File: src/rtl/irqd_pkg.sv
package irqd_pkg;
  localparam int unsigned ADDR_W = 12;

  localparam logic [ADDR_W-1:0] A_CTRL  = 12'h000;
  localparam logic [ADDR_W-1:0] A_INFO  = 12'h001;
  localparam logic [ADDR_W-1:0] A_ENSET = 12'h040;
  localparam logic [ADDR_W-1:0] A_ENCLR = 12'h080;
  localparam logic [ADDR_W-1:0] A_PCLR  = 12'h0C0;
  localparam logic [ADDR_W-1:0] A_TRIG  = 12'h100;
  localparam logic [ADDR_W-1:0] A_TGT   = 12'h200;
  localparam logic [ADDR_W-1:0] A_SWI   = 12'h3C0;

  localparam int unsigned SWI_IDS    = 16;
  localparam int unsigned FIXED_IDS  = 32;

  typedef enum logic [1:0] {
    FLT_LIST   = 2'd0,
    FLT_OTHERS = 2'd1,
    FLT_SELF   = 2'd2,
    FLT_NONE   = 2'd3
  } swi_filter_e;
endpackage

File: src/rtl/irqd_lines.sv
module irqd_lines
  import irqd_pkg::*;
#(
  parameter int unsigned NUM_GROUPS = 2,
  localparam int unsigned N = 32 * NUM_GROUPS
) (
  input  logic              clk,
  input  logic              rst_n,
  input  logic [N-1:0]      irq_in,
  input  logic              reg_we,
  input  logic [ADDR_W-1:0] reg_addr,
  input  logic [31:0]       reg_wdata,
  input  logic [N-1:0]      ack_clr,
  output logic [N-1:0]      line_en,
  output logic [N-1:0]      line_pend,
  output logic [N-1:0]      line_edge,
  output logic [8*N-1:0]    line_tgt
);
  logic [N-1:0]   en_q, en_d, lat_q, lat_d, edg_q, edg_d, smp_q, smp_d;
  logic [N-1:0]   pclr, rise;
  logic [8*N-1:0] tgt_q, tgt_d;

  always_comb begin
    en_d  = en_q;
    edg_d = edg_q;
    tgt_d = tgt_q;
    pclr  = '0;
    smp_d = irq_in;
    smp_d[SWI_IDS-1:0] = '0;
    for (int g = 0; g < NUM_GROUPS; g++) begin
      if (reg_we && reg_addr == A_ENSET + ADDR_W'(g))
        en_d[g*32 +: 32] = en_q[g*32 +: 32] | reg_wdata;
      if (reg_we && reg_addr == A_ENCLR + ADDR_W'(g))
        en_d[g*32 +: 32] = en_q[g*32 +: 32] & ~reg_wdata;
      if (reg_we && reg_addr == A_PCLR + ADDR_W'(g))
        pclr[g*32 +: 32] = reg_wdata;
    end
    for (int k = 0; k < 2 * NUM_GROUPS; k++) begin
      if (reg_we && reg_addr == A_TRIG + ADDR_W'(k)) begin
        for (int i = 0; i < 16; i++) begin
          if (16 * k + i >= FIXED_IDS) edg_d[16*k+i] = reg_wdata[2*i+1];
        end
      end
    end
    for (int w = 0; w < 8 * NUM_GROUPS; w++) begin
      if (reg_we && reg_addr == A_TGT + ADDR_W'(w)) begin
        for (int b = 0; b < 4; b++) begin
          if (4 * w + b >= SWI_IDS) tgt_d[(4*w+b)*8 +: 8] = reg_wdata[8*b +: 8];
        end
      end
    end
    rise  = irq_in & ~smp_q & edg_q;
    lat_d = (lat_q & ~(pclr | ack_clr)) | rise;
  end

  always_ff @(posedge clk or negedge rst_n) begin
    if (!rst_n) begin
      en_q  <= '0;
      lat_q <= '0;
      edg_q <= '0;
      smp_q <= '0;
      for (int i = 0; i < N; i++) tgt_q[i*8 +: 8] <= (i >= SWI_IDS) ? 8'h01 : 8'h00;
    end else begin
      en_q  <= en_d;
      lat_q <= lat_d;
      edg_q <= edg_d;
      smp_q <= smp_d;
      tgt_q <= tgt_d;
    end
  end

  for (genvar i = 0; i < N; i++) begin : g_pend
    if (i < SWI_IDS) begin : g_soft
      assign line_pend[i] = 1'b0;
    end else if (i < FIXED_IDS) begin : g_fixed
      assign line_pend[i] = smp_q[i];
    end else begin : g_shared
      assign line_pend[i] = edg_q[i] ? lat_q[i] : smp_q[i];
    end
  end

  assign line_en   = en_q;
  assign line_edge = edg_q;
  assign line_tgt  = tgt_q;
endmodule

File: src/rtl/irqd_swi.sv
module irqd_swi
  import irqd_pkg::*;
#(
  parameter int unsigned NUM_CPUS = 4,
  parameter int unsigned ID_W     = 6
) (
  input  logic                     clk,
  input  logic                     rst_n,
  input  logic                     swi_we,
  input  logic [1:0]               swi_filter,
  input  logic [NUM_CPUS-1:0]      swi_list,
  input  logic [3:0]               swi_id,
  input  logic [2:0]               src_cpu,
  input  logic [15:0]              pclr_mask,
  input  logic [NUM_CPUS-1:0]      ack,
  input  logic [NUM_CPUS*ID_W-1:0] ack_id,
  output logic [NUM_CPUS*16-1:0]   swi_pend
);
  for (genvar c = 0; c < NUM_CPUS; c++) begin : g_cpu
    logic        hit;
    logic [15:0] pend_q, pend_d, clr;
    logic [ID_W-1:0] aid;

    assign aid = ack_id[c*ID_W +: ID_W];

    always_comb begin
      unique case (swi_filter_e'(swi_filter))
        FLT_LIST:   hit = swi_list[c];
        FLT_OTHERS: hit = (src_cpu != 3'(c));
        FLT_SELF:   hit = (src_cpu == 3'(c));
        default:    hit = 1'b0;
      endcase
      clr = pclr_mask;
      if (ack[c] && aid < ID_W'(SWI_IDS)) clr[aid[3:0]] = 1'b1;
      pend_d = pend_q & ~clr;
      if (swi_we && hit) pend_d[swi_id] = 1'b1;
    end

    always_ff @(posedge clk or negedge rst_n) begin
      if (!rst_n) pend_q <= '0;
      else        pend_q <= pend_d;
    end

    assign swi_pend[c*16 +: 16] = pend_q;
  end
endmodule

File: src/rtl/irqd_pick.sv
module irqd_pick #(
  parameter int unsigned N        = 64,
  parameter int unsigned NUM_CPUS = 4,
  parameter int unsigned ID_W     = 6
) (
  input  logic                     clk,
  input  logic                     rst_n,
  input  logic                     fwd_en,
  input  logic [N-1:0]             line_en,
  input  logic [N-1:0]             line_pend,
  input  logic [8*N-1:0]           line_tgt,
  input  logic [NUM_CPUS*16-1:0]   swi_pend,
  output logic [NUM_CPUS-1:0]      out_valid,
  output logic [NUM_CPUS*ID_W-1:0] out_id
);
  for (genvar c = 0; c < NUM_CPUS; c++) begin : g_cpu
    logic [N-1:0]    cand;
    logic            found, v_q;
    logic [ID_W-1:0] idx, id_q;

    always_comb begin
      for (int i = 0; i < 16; i++) cand[i] = swi_pend[c*16+i] & line_en[i];
      for (int i = 16; i < N; i++) cand[i] = line_pend[i] & line_en[i] & line_tgt[i*8+c];
      found = 1'b0;
      idx   = '0;
      for (int i = N - 1; i >= 0; i--) begin
        if (cand[i]) begin
          found = 1'b1;
          idx   = ID_W'(i);
        end
      end
    end

    always_ff @(posedge clk or negedge rst_n) begin
      if (!rst_n) begin
        v_q  <= 1'b0;
        id_q <= '0;
      end else begin
        v_q  <= found & fwd_en;
        id_q <= idx;
      end
    end

    assign out_valid[c]            = v_q;
    assign out_id[c*ID_W +: ID_W]  = id_q;
  end
endmodule

File: src/rtl/irqd_top.sv
module irqd_top
  import irqd_pkg::*;
#(
  parameter int unsigned NUM_GROUPS = 2,
  parameter int unsigned NUM_CPUS   = 4,
  localparam int unsigned N    = 32 * NUM_GROUPS,
  localparam int unsigned ID_W = $clog2(N)
) (
  input  logic                     clk,
  input  logic                     rst_n,
  input  logic [N-1:0]             irq_in,
  input  logic                     reg_we,
  input  logic [ADDR_W-1:0]        reg_addr,
  input  logic [31:0]              reg_wdata,
  input  logic [2:0]               reg_src_cpu,
  output logic [31:0]              reg_rdata,
  input  logic [NUM_CPUS-1:0]      cpu_ack,
  output logic [NUM_CPUS-1:0]      cpu_irq_valid,
  output logic [NUM_CPUS*ID_W-1:0] cpu_irq_id
);
  logic [1:0]  rst_q;
  logic        rst_sync_n;
  logic        ctrl_q, ctrl_d;
  logic [N-1:0] line_en, line_pend, line_edge, ack_clr, pend_view;
  logic [8*N-1:0] line_tgt;
  logic [NUM_CPUS*16-1:0] swi_pend;
  logic [NUM_CPUS-1:0] ack_ok;
  logic [15:0] swi_pclr, swi_any;
  logic        swi_we;

  always_ff @(posedge clk or negedge rst_n) begin
    if (!rst_n) rst_q <= 2'b00;
    else        rst_q <= {rst_q[0], 1'b1};
  end
  assign rst_sync_n = rst_q[1];

  always_comb begin
    ctrl_d = ctrl_q;
    if (reg_we && reg_addr == A_CTRL) ctrl_d = reg_wdata[0];
  end

  always_ff @(posedge clk or negedge rst_sync_n) begin
    if (!rst_sync_n) ctrl_q <= 1'b0;
    else             ctrl_q <= ctrl_d;
  end

  always_comb begin
    ack_clr = '0;
    for (int c = 0; c < NUM_CPUS; c++) begin
      ack_ok[c] = cpu_ack[c] & cpu_irq_valid[c];
      if (ack_ok[c]) ack_clr[cpu_irq_id[c*ID_W +: ID_W]] = 1'b1;
    end
  end

  assign swi_we   = reg_we && (reg_addr == A_SWI);
  assign swi_pclr = (reg_we && reg_addr == A_PCLR) ? reg_wdata[15:0] : 16'h0;

  irqd_lines #(.NUM_GROUPS(NUM_GROUPS)) u_lines (
    .clk(clk), .rst_n(rst_sync_n), .irq_in(irq_in),
    .reg_we(reg_we), .reg_addr(reg_addr), .reg_wdata(reg_wdata),
    .ack_clr(ack_clr), .line_en(line_en), .line_pend(line_pend),
    .line_edge(line_edge), .line_tgt(line_tgt)
  );

  irqd_swi #(.NUM_CPUS(NUM_CPUS), .ID_W(ID_W)) u_swi (
    .clk(clk), .rst_n(rst_sync_n), .swi_we(swi_we),
    .swi_filter(reg_wdata[25:24]), .swi_list(reg_wdata[16 +: NUM_CPUS]),
    .swi_id(reg_wdata[3:0]), .src_cpu(reg_src_cpu), .pclr_mask(swi_pclr),
    .ack(ack_ok), .ack_id(cpu_irq_id), .swi_pend(swi_pend)
  );

  irqd_pick #(.N(N), .NUM_CPUS(NUM_CPUS), .ID_W(ID_W)) u_pick (
    .clk(clk), .rst_n(rst_sync_n), .fwd_en(ctrl_q),
    .line_en(line_en), .line_pend(line_pend), .line_tgt(line_tgt),
    .swi_pend(swi_pend), .out_valid(cpu_irq_valid), .out_id(cpu_irq_id)
  );

  always_comb begin
    swi_any = '0;
    for (int c = 0; c < NUM_CPUS; c++) swi_any = swi_any | swi_pend[c*16 +: 16];
    pend_view = line_pend;
    pend_view[15:0] = swi_any;
  end

  always_comb begin
    reg_rdata = '0;
    if (reg_addr == A_CTRL) reg_rdata[0] = ctrl_q;
    if (reg_addr == A_INFO) begin
      reg_rdata[4:0] = 5'(NUM_GROUPS - 1);
      reg_rdata[7:5] = 3'(NUM_CPUS - 1);
    end
    for (int g = 0; g < NUM_GROUPS; g++) begin
      if (reg_addr == A_ENSET + ADDR_W'(g) || reg_addr == A_ENCLR + ADDR_W'(g))
        reg_rdata = line_en[g*32 +: 32];
      if (reg_addr == A_PCLR + ADDR_W'(g))
        reg_rdata = pend_view[g*32 +: 32];
    end
    for (int k = 0; k < 2 * NUM_GROUPS; k++) begin
      if (reg_addr == A_TRIG + ADDR_W'(k)) begin
        for (int i = 0; i < 16; i++) reg_rdata[2*i+1] = line_edge[16*k+i];
      end
    end
    for (int w = 0; w < 8 * NUM_GROUPS; w++) begin
      if (reg_addr == A_TGT + ADDR_W'(w)) reg_rdata = line_tgt[w*32 +: 32];
    end
  end
endmodule

File: config.mk
export PLATFORM = sky130hd
export DESIGN_NAME = irqd_top
export DESIGN_NICKNAME = d
export VERILOG_FILES = /design/src/rtl/irqd_pkg.sv /design/src/rtl/irqd_lines.sv /design/src/rtl/irqd_swi.sv /design/src/rtl/irqd_pick.sv /design/src/rtl/irqd_top.sv
export SDC_FILE = /design/constraint.sdc
export NUM_CORES = 1
export LEC_CHECK = 0
export BUFFER_PORTS_ARGS = -buffer_cell sky130_fd_sc_hd__buf_2
export CAP_MARGIN = 30
export CORE_MARGIN = 2
export CORE_UTILIZATION = 38
export CTS_CLUSTER_DIAMETER = 30
export DETAILED_ROUTE_END_ITERATION = 7
export PLACE_DENSITY = 0.54
export SYNTH_ARGS = -nofsm -noshare
export SYNTH_HDL_FRONTEND = slang
export SYNTH_SLANG_ARGS = --single-unit
File: constraint.sdc
create_clock -name clk -period 20.6 [get_ports clk]
set_input_delay 4.12 -clock clk [delete_from_list [all_inputs] [get_ports clk]]
set_output_delay 4.12 -clock clk [all_outputs]
set_load 0.02 [all_outputs]
### Yosys cells after proc, flatten, opt, wreduce, memory -nomap -nowiden

Cells that the tools add are included.

| storage, ports and cells | value |
|---|---|
| bits in registers | 687 |
| input bits | 118 |
| output and inout bits | 60 |
| word-level logic and storage cells | 1154 |

| operators by class | value |
|---|---|
| order comparisons | 22 |
| eq/ne operators | 36 |
| mux-type cells | 671 |
| bitwise operators | 346 |
| reductions and logical operators | 47 |

Operators by type and width:

| kind | number |
|---|---|
| two-way mux 6 bit | 256 |
| two-way mux 32 bit | 26 |
| two-way mux 1 bit | 362 |
| OR 64 bit | 5 |
| bitwise AND 1 bit | 312 |
| two-way mux 64 bit | 4 |
| == test 12 x 10 -> 1 bit, second input constant | 17 |
| bitwise AND 64 bit | 3 |
| OR 16 bit | 11 |
| two-way mux 16 bit | 9 |
| NOT 64 bit | 2 |
| bitwise AND 16 bit | 4 |
| bitwise AND 32 bit | 2 |
| NOT 16 bit | 4 |
| OR 32 bit | 2 |
| == test 12 x 8 -> 1 bit, second input constant | 4 |
| == test 12 x 9 -> 1 bit, second input constant | 4 |
| logical AND 1 bit | 39 |
| NOT 32 bit | 1 |
| < comparator 6 x 7 -> 1 bit, second input constant | 4 |
| < comparator 4 x 5 -> 1 bit, second input constant | 5 |
| demux 1 bit (select 6 bit) | 4 |
| == test 12 x 7 -> 1 bit, second input constant | 2 |
| >= comparator 6 x 1 -> 1 bit, second input constant | 4 |
| other kinds (18) | 36 |

### Logic depth before layout (Yosys ltp)

Gate-level depths: netlist (run 1).

| logic depth | value |
|---|---|
| word-level depth | 68 |
| gate-level depth with buffers | 10 |
| depth with buffers taken out | 7 |

### Cells and area by module

From an unflattened synthesis (run 1), not the netlist that was laid out.

| unflattened totals | value |
|---|---|
| cell total of the unflattened synthesis | 4159 |
| area, all modules | 40809.1 um^2 |

Modules (own cells, without submodules):

| module | instances | cells each | area each (um^2) | sequential area each (um^2) |
|---|---|---|---|---|
| irqd_lines | 1 | 1697 | 24091.9 | 14073.5 |
| irqd_top | 1 | 1270 | 8087.8 | 75.1 |
| irqd_pick | 1 | 865 | 5392.7 | 700.7 |
| irqd_swi | 1 | 327 | 3236.9 | 1601.5 |

### Worst setup path before layout (run 1)

Ideal clock, no wire load.

| timing | value |
|---|---|
| path kind | in2out |
| start point | input port reg_addr[6] |
| end point | output port reg_rdata[13] |
| arrival | 6.288 ns |
| data required time | 16.480 ns |
| path slack | 10.192 ns |
| stages | 7 |
| path buffers | 3 |
| path through | clkbuf_1 -> or4_1 -> clkbuf_1 -> buf_1 -> nor2_1 -> a222oi_1 -> a211oi_1 |

| on the way | value |
|---|---|
| cells in the longest elaborated chain, start to end | 26 |
| elaborated cells between the ends (all ways) | 52 |
| classes of those cells | eq/ne (26); mux (24); reduce/logical (2) |

RTL lines:

| what | RTL line | source |
|---|---|---|
| start: declaration | irqd_top.sv:13 | `input logic [ADDR_W-1:0] reg_addr,` |
| == test 12 x 7 -> 1 bit / == test 12 x 8 -> 1 bit (equally long branches) | irqd_top.sv:93 | `if (reg_addr == A_ENSET + ADDR_W'(g) \|\| reg_addr == A_ENCLR + ADDR_W'(g))` |
| logical OR 1 bit | irqd_top.sv:93 |  |
| two-way mux 32 bit | irqd_top.sv:93 |  |
| two-way mux 32 bit | irqd_top.sv:95 | `if (reg_addr == A_PCLR + ADDR_W'(g))` |
| two-way mux 32 bit | irqd_top.sv:93 |  |
| two-way mux 32 bit | irqd_top.sv:95 |  |
| two-way mux 1 bit (4 in series) | irqd_top.sv:99 | `if (reg_addr == A_TRIG + ADDR_W'(k)) begin` |
| two-way mux 32 bit (15 in series) | irqd_top.sv:104 | `if (reg_addr == A_TGT + ADDR_W'(w)) reg_rdata = line_tgt[w*32 +: 32];` |
| two-way mux 32 bit (*) | irqd_top.sv:104 |  |
| end: declaration | irqd_top.sv:16 | `output logic [31:0] reg_rdata,` |

Every way passes the cells marked *; elsewhere a longest branch is shown, timed or not.

### Worst setup path in the final report (run 1)

| timing | value |
|---|---|
| start point | input port reg_addr[1] |
| end point | output port reg_rdata[0] |

| on the way | value |
|---|---|
| cells in the longest elaborated chain, start to end | 23 |
| elaborated cells between the ends (all ways) | 48 |
| classes of those cells | eq/ne (23); mux (22); reduce/logical (3) |

RTL lines:

| what | RTL line | source |
|---|---|---|
| zero test 12 bit | irqd_top.sv:87 | `if (reg_addr == A_CTRL) reg_rdata[0] = ctrl_q;` |
| two-way mux 1 bit | irqd_top.sv:87 |  |
| two-way mux 7 bit | irqd_top.sv:88 | `if (reg_addr == A_INFO) begin` |
| two-way mux 32 bit | irqd_top.sv:93 |  |
| two-way mux 32 bit | irqd_top.sv:95 |  |
| two-way mux 32 bit | irqd_top.sv:93 |  |
| two-way mux 32 bit | irqd_top.sv:95 |  |
| two-way mux 32 bit (15 in series) | irqd_top.sv:104 |  |
| two-way mux 32 bit (*) | irqd_top.sv:104 |  |

Marked as above.

==> results.py, run 1 <==
metrics = {
    "logic_synthesis": {
        "yosysTopAreaCell": "dfrtp_1",
        "synth_edf_count": 0,
        "synth_ff_type": "dfrtp_1",
        "synthArstFlopShare_pct": 100,
        "ys_ff_latch": 655,
        "synth-seq-area-share_pct": 46.9,
        "netlist.area_leader.share_pct": 43.3,
        "synthCells": 3459,
        "synth.avg_cell_area_um2": 10.1,
        "synth_area_mm2": 0.0351,
        "yosysUniqueCellTypes": 101,
        "yosys_warnings": 0,
        "synthTopCellsByArea": "dfrtp_1 43%, mux2_1 11%, nand2_1 3.9%",
        "syn-num-nets": 3577,
        "synthTopCellsByCount": "607 x dfrtp_1, 365 x nand2_1, 357 x mux2_1",
        "yosysMostFrequentCell": "dfrtp_1",
    },
    "floorplanning": {
        "fp.dieW_um": 308,
        "die-area_mm2": 0.0948,
        "die_h_um": 308,
        "rows": 111,
        "num_io_pins": 178,
        "core_area_mm2": 0.0915,
        "start_util_pct": 38.3,
    },
    "timing": {
        "setup_viol": 0,
        "timing.setup.tns_ps": 0,
        "worstMarginPinSlew_ps": 1100,
        "finalCritPeriodShare_pct": 60.7,
        "finalClockSkew_ps": 29.9,
        "rsz0062_at_grt": "no",
        "finalHoldViolCount": 0,
        "final-max-slew-violation-count": 0,
        "finalCriticalPeriod_ps": 12490,
        "slew_headroom_pct": 25.4,
        "fmax_mhz": 80.0,
    },
    "placement": {
        "dpl.hpwl_mm": 136,
        "place_congestion": 1.03,
        "io_buffer_count": 161,
        "placed_area_mm2": 0.0373,
    },
    "routing": {
        "drt_iter0_drc": 4387,
        "ant_nets": 0,
        "post-route-drc-count": 0,
        "vias": 33500,
        "wl_mm": 188,
        "avgRoutedWirePerCell_um": 37.7,
        "via_per_inst": 6.74,
        "first_pass_iters": 8,
    },
    "global_route": {
        "grt_pass1_wl_mm": 258,
        "antenna_found_initial": 18,
        "grt_pass1_vias": 32700,
        "grt_max_degree": 74,
        "overflow": 0,
        "grt_use_total_pct": 39.2,
    },
    "clock_network": {
        "cts-root-buf": "clkbuf_16",
        "cts_sinks": 655,
        "cts_made_buffers": 169,
        "clkSlewWorstSetupHoldPaths_ps": 40,
        "cts_tree": "yes",
        "cts_resized": 0,
        "ctsHoldBuffers": 0,
        "cts_max_level": 4,
        "cts_buffer_depth": 3,
        "cts_setup_buffers": 0,
        "clk_latency_ps": 780,
    },
    "power_and_ir_drop": {
        "pwr_density_cell_mw_per_mm2": 98.1,
        "leakagePower_nw": 19.8,
        "ir_drop_mv": 0.0743,
    },
    "critical_path": {
        "crit_type": "in2out",
        "crit_fanout": 39,
        "required_ps": 16480,
        "cp.arrival_ps": 8370,
        "worstSetupStartpointType": "input port",
        "end_kind": "output port",
    },
    "finish": {
        "nets": 3754,
        "final_area_mm2": 0.0433,
        "area_delta_synth_final_pct": 23.5,
        "drive_gt1_share_pct": 20.7,
    },
    "status": {
        "status": "completed",
    },
    "flow_run": {
        "maxCapViolations": 0,
    },
    "hold_path": {
        "min_path_type": "reg2reg",
    },
}
-- worst max-delay path: stages --
cell and delay [ps]:
buf_2 90, buf_4 220, buf_4 370, nor2_1 510, nand3_1 630, nor2_4 970, a221oi_1 210, a21oi_1 630
o32a_1 360, buf_2 190
-- worst paths after layout --
path,from,endpoint,slack [ps],depth (start not counted)
min in group asynchronous,rst_q[1],u_lines.line_tgt[444],450,0
worst min-delay path,rst_q[0],rst_q[1],350,0
max in group asynchronous,rst_q[1],u_swi.g_cpu[2].pend_q[15],17080,3
worst min register to register,rst_q[0],rst_q[1],350,0
worst max-delay path,reg_addr[1],reg_rdata[0],8110,10
worst max register to register,u_lines.line_edge[53],u_pick.g_cpu[0].id_q[3],16590,7
-- layout make-up --
| class | instances | area, um2 |
|---|---|---|
| Timing Repair Buffer | 251 | 1640 |
| Clock inverter | 81 | 1250 |
| Clock buffer | 232 | 4790 |
| Fill cell | 8699 | 48200 |
| Inverter | 9 | 33.8 |
| Multi-Input combinational cell | 2550 | 17700 |
| Tap cell | 1186 | 1480 |
| Sequential cell | 655 | 16500 |
| Antenna cell | 7 | 17.5 |
-- registers in the layout, summed over array words and instances (netlist names), named ones only --
| signal | count |
|---|---|
| u_swi.g_cpu.pend_q | 64 |
| rst_q | 2 |
| u_pick.g_cpu.id_q | 24 |
| u_pick.g_cpu.v_q | 4 |
| u_lines.line_tgt | 384 |
| ctrl_q | 1 |
| u_lines.smp_q | 48 |
| u_lines.line_edge | 32 |
| u_lines.lat_q | 32 |
-- per-layer routing --
| metal | GRT usage, % | vias up | wire, um |
|---|---|---|---|
| li1 | - | 13600 | - |
| met1 | 50.1 | 17000 | 73100 |
| met2 | 57.7 | 2291 | 79900 |
| met3 | 11.5 | 597 | 20500 |
| met4 | 25.6 | 2 | 14000 |
| met5 | 0 | - | 11 |
-- kinds of logic after synthesis --
group                     Yosys count  synth area share, %
AOI/OAI and AO/OA                 986                 19.0
xor gates and xnor gates            1               0.0250
DFF                               655                 46.9
other                               1               0.0107
muxes                             497                 16.1
buffers and inverters             254                 2.97
and+or+nand+nor                  1065                 14.9
-- where the power goes --
| part | internal [mW] | switching (mW) |
|---|---|---|
| logic | 0.0265 | 0.113 |
| clock network | 1.91 | 0.877 |
| registers | 1.30 | 0.0186 |
-- stage by stage --
stage	utilization, %	total power, mW	instances	hold slack (ps)	setup slack (ps)
6_report	47.4	4.25	4971	350	8110
3_3_place_gp	40.5	1.47	4639	335	8360
5_1_grt	47.3	4.34	4964	366	8170
4_1_cts	47.3	4.26	4962	354	8360
2_1_floorplan	-	1.39	3459	331	1080
3_5_place_dp	40.7	1.47	4649	340	8350
-- cell usage in the layout, fill, tap and decap left out, types with 25 or more instances in the layout --
cell / Yosys / routed
nand2_1: 365 / 356
a221oi_1: 33 / 33
nand3_1: 202 / 201
buf_4: 5 / 81
mux2i_1: 25 / 25
a21oi_1: 167 / 167
and2_1: 39 / 38
clkbuf_16: 0 / 170
buf_2: 56 / 160
dfrtp_1: 607 / 606
o22ai_1: 96 / 96
clkbuf_8: 0 / 30
dfstp_2: 48 / 48
o211ai_1: 65 / 65
nand4_1: 30 / 30
a22oi_1: 110 / 110
a31oi_1: 92 / 92
o21ai_0: 126 / 126
o21ai_1: 52 / 52
clkbuf_1: 151 / 32
nor3_1: 38 / 38
clkinv_2: 0 / 29
mux2_2: 105 / 105
or2_2: 26 / 26
mux2_1: 357 / 357
nor2_1: 157 / 152
nor2b_1: 31 / 29
a211oi_1: 27 / 27
and3_1: 37 / 36
No activity file was read; power rests on OpenSTA's default activity.
==> run 2: changes to the inputs <==
==> constraint.sdc (replaced) <==
create_clock -name clk -period 10.6 [get_ports clk]
set_input_delay 2.12 -clock clk [delete_from_list [all_inputs] [get_ports clk]]
set_output_delay 2.12 -clock clk [all_outputs]
set_load 0.02 [all_outputs]
==> run 2 against run 1 <==
  * Die area unchanged
  * Via count increased by 0.32%
  * Sequential share of layout area increased by 0.18 points
  * Non-clock buffer count decreased by 3
  * Clock power increased by 87%
  * Sequential power increased by 95%
  * Global-route usage increased by 0.78 points
  * Combinational power increased by 94%
  * Worst setup slack got worse by 5700 ps
  * Largest cell class unchanged
  * Register-to-register slack got worse by 10000 ps
  * Routed wire length increased by 2.2%
==> results.py, run 2 (synthesis gave the netlist of run 1 again) <==
metrics = {
    "status": {
        "status": "completed",
    },
    "placement": {
        "place_congestion": 1.02,
        "dpl.hpwl_mm": 139,
        "io_buffer_count": 161,
    },
    "finish": {
        "fill_cells": 8595,
        "multi_input_area_mm2": 0.0177,
        "nets": 3749,
        "area_delta_synth_final_pct": 23.0,
        "regArea_mm2": 0.0165,
        "drive_gt1_share_pct": 20.7,
        "layout_commonest_cell": "dfrtp_1",
        "largest_reg_flops": 384,
        "final_cell_mix": "606 x dfrtp_1, 357 x mux2_1, 355 x nand2_1",
    },
    "timing": {
        "fmax_mhz": 122,
        "rsz0062_at_grt": "no",
        "worstMarginPinSlew_ps": 1110,
        "timing.setup.tns_ps": 0,
        "finalCriticalPeriod_ps": 8190,
        "finalCritPeriodShare_pct": 77.3,
        "final-max-slew-violation-count": 0,
        "finalHoldViolCount": 0,
        "setup_viol": 0,
        "slew_headroom_pct": 26.0,
        "finalClockSkew_ps": 32.0,
    },
    "power_and_ir_drop": {
        "leakagePower_nw": 19.7,
        "power_mw": 8.05,
        "p_int_mw": 6.10,
        "power.share.clock_pct": 64.7,
        "pwr_density_cell_mw_per_mm2": 186,
        "comb_power_share_pct": 3.4,
        "switchingPower_mw": 1.95,
        "ir_drop_mv": 0.174,
        "seqPwrFrac_pct": 31.9,
        "switching_share_pct": 24.2,
    },
    "global_route": {
        "antenna_found_initial": 7,
        "grt_use_total_pct": 40.0,
        "overflow": 0,
        "grt_pass1_vias": 32500,
        "grt_max_degree": 149,
        "grt_pass1_wl_mm": 262,
    },
    "hold_path": {
        "min_path_type": "reg2async",
    },
    "floorplanning": {
        "rows": 111,
        "start_util_pct": 38.3,
        "die-area_mm2": 0.0948,
        "num_io_pins": 178,
        "die_h_um": 308,
        "fp.dieW_um": 308,
        "core_area_mm2": 0.0915,
    },
    "routing": {
        "post-route-drc-count": 0,
        "wl_mm": 192,
        "ant_nets": 0,
        "avgRoutedWirePerCell_um": 38.7,
        "drt_iter0_drc": 4062,
        "via_per_inst": 6.77,
        "vias": 33600,
        "first_pass_iters": 6,
    },
    "critical_path": {
        "crit_fanout": 28,
        "crit_type": "in2out",
        "cp.arrival_ps": 6070,
        "reg2reg_depth": 8,
        "r2r_start": "u_lines.line_edge[37]",
        "r2r_end": "u_pick.g_cpu[0].id_q[3]",
        "reg2reg_slack_ps": 6620,
        "required_ps": 8480,
        "worstSetupStartpointType": "input port",
        "end_kind": "output port",
    },
    "clock_network": {
        "cts_sinks": 655,
        "clkSlewWorstSetupHoldPaths_ps": 50,
        "cts_tree": "yes",
        "cts-root-buf": "clkbuf_16",
        "cts_max_level": 4,
        "cts_resized": 0,
        "cts_setup_buffers": 0,
        "ctsHoldBuffers": 0,
        "cts_buffer_depth": 3,
        "cts_made_buffers": 167,
        "clk_latency_ps": 770,
    },
    "flow_run": {
        "maxCapViolations": 0,
    },
}
==> run 2: changes by cell type in the layout (fill, tap and decap cells not counted), moves of 2 or more <==
cell and change:
clkinv_16 +2, clkinv_2 +5, inv_6 +6, clkbuf_16 -3
bufinv_16 -6, clkbuf_1 -5, inv_16 -4, diode_2 -4
buf_1 +2, clkinv_4 +5, buf_12 +5, buf_4 -10
clkinvlp_4 -5
==> run 2: worst max-delay path by stage <==
stage,startpoint,to,slack (ps)
after CTS,reg_addr[1],reg_rdata[13],2570
after detailed placement,reg_addr[1],reg_rdata[13],2590
final,reg_addr[1],reg_rdata[13],2410
after floorplan,reg_addr[6],reg_rdata[13],4190
after global placement,reg_addr[1],reg_rdata[13],2560
after global routing,reg_addr[1],reg_rdata[13],2440
==> run 2: layer usage <==
| layer | GRT usage (%) | vias to the layer above | wire length, um |
|---|---|---|---|
| li1 | - | 13600 | - |
| met1 | 52.3 | 17200 | 76700 |
| met2 | 59.4 | 2265 | 82300 |
| met3 | 9.54 | 561 | 18900 |
| met4 | 25.3 | 4 | 13800 |
| met5 | 0 | - | 30 |
==> run 2: final cells by class <==
| class | instances | area share [%] |
|---|---|---|
| diodes | 3 | 0.0174 |
| well taps | 1186 | 3.44 |
| clock buffers | 223 | 10.8 |
| flip-flops and latches | 655 | 38.1 |
| inverters | 9 | 0.0783 |
| clock inverters | 85 | 2.66 |
| multi-input cells | 2550 | 41.0 |
| repair buffers | 248 | 3.82 |
==> run 2: worst max-delay path, cell delays in order <==
cell and delay (ps):
buf_2 210, buf_4 320, nor2_1 480, nand3_1 560, nor2_4 980, a222oi_1 350
o221ai_1 200, o22ai_1 260, a211oi_1 330, buf_2 220
==> run 2: power by group through the flow <==
stage	clock (mW)	sequential (mW)	combinational, mW
5_1_grt	5.39	2.57	0.279
3_5_place_dp	0	2.60	0.264
2_1_floorplan	0	2.62	0.0884
6_report	5.21	2.57	0.272
3_3_place_gp	0	2.60	0.263
4_1_cts	5.23	2.57	0.264
==> run 2: through the flow <==
stage	area, um2	util (%)	cells	hold WS [ps]	setup WS (ps)
2_1_floorplan	35100	-	3459	331	4190
3_3_place_gp	37000	40.5	4633	334	2560
3_5_place_dp	37300	40.7	4646	341	2590
4_1_cts	43100	47.1	4954	345	2570
5_1_grt	43100	47.1	4956	372	2440
6_report	43100	47.1	4959	331	2410
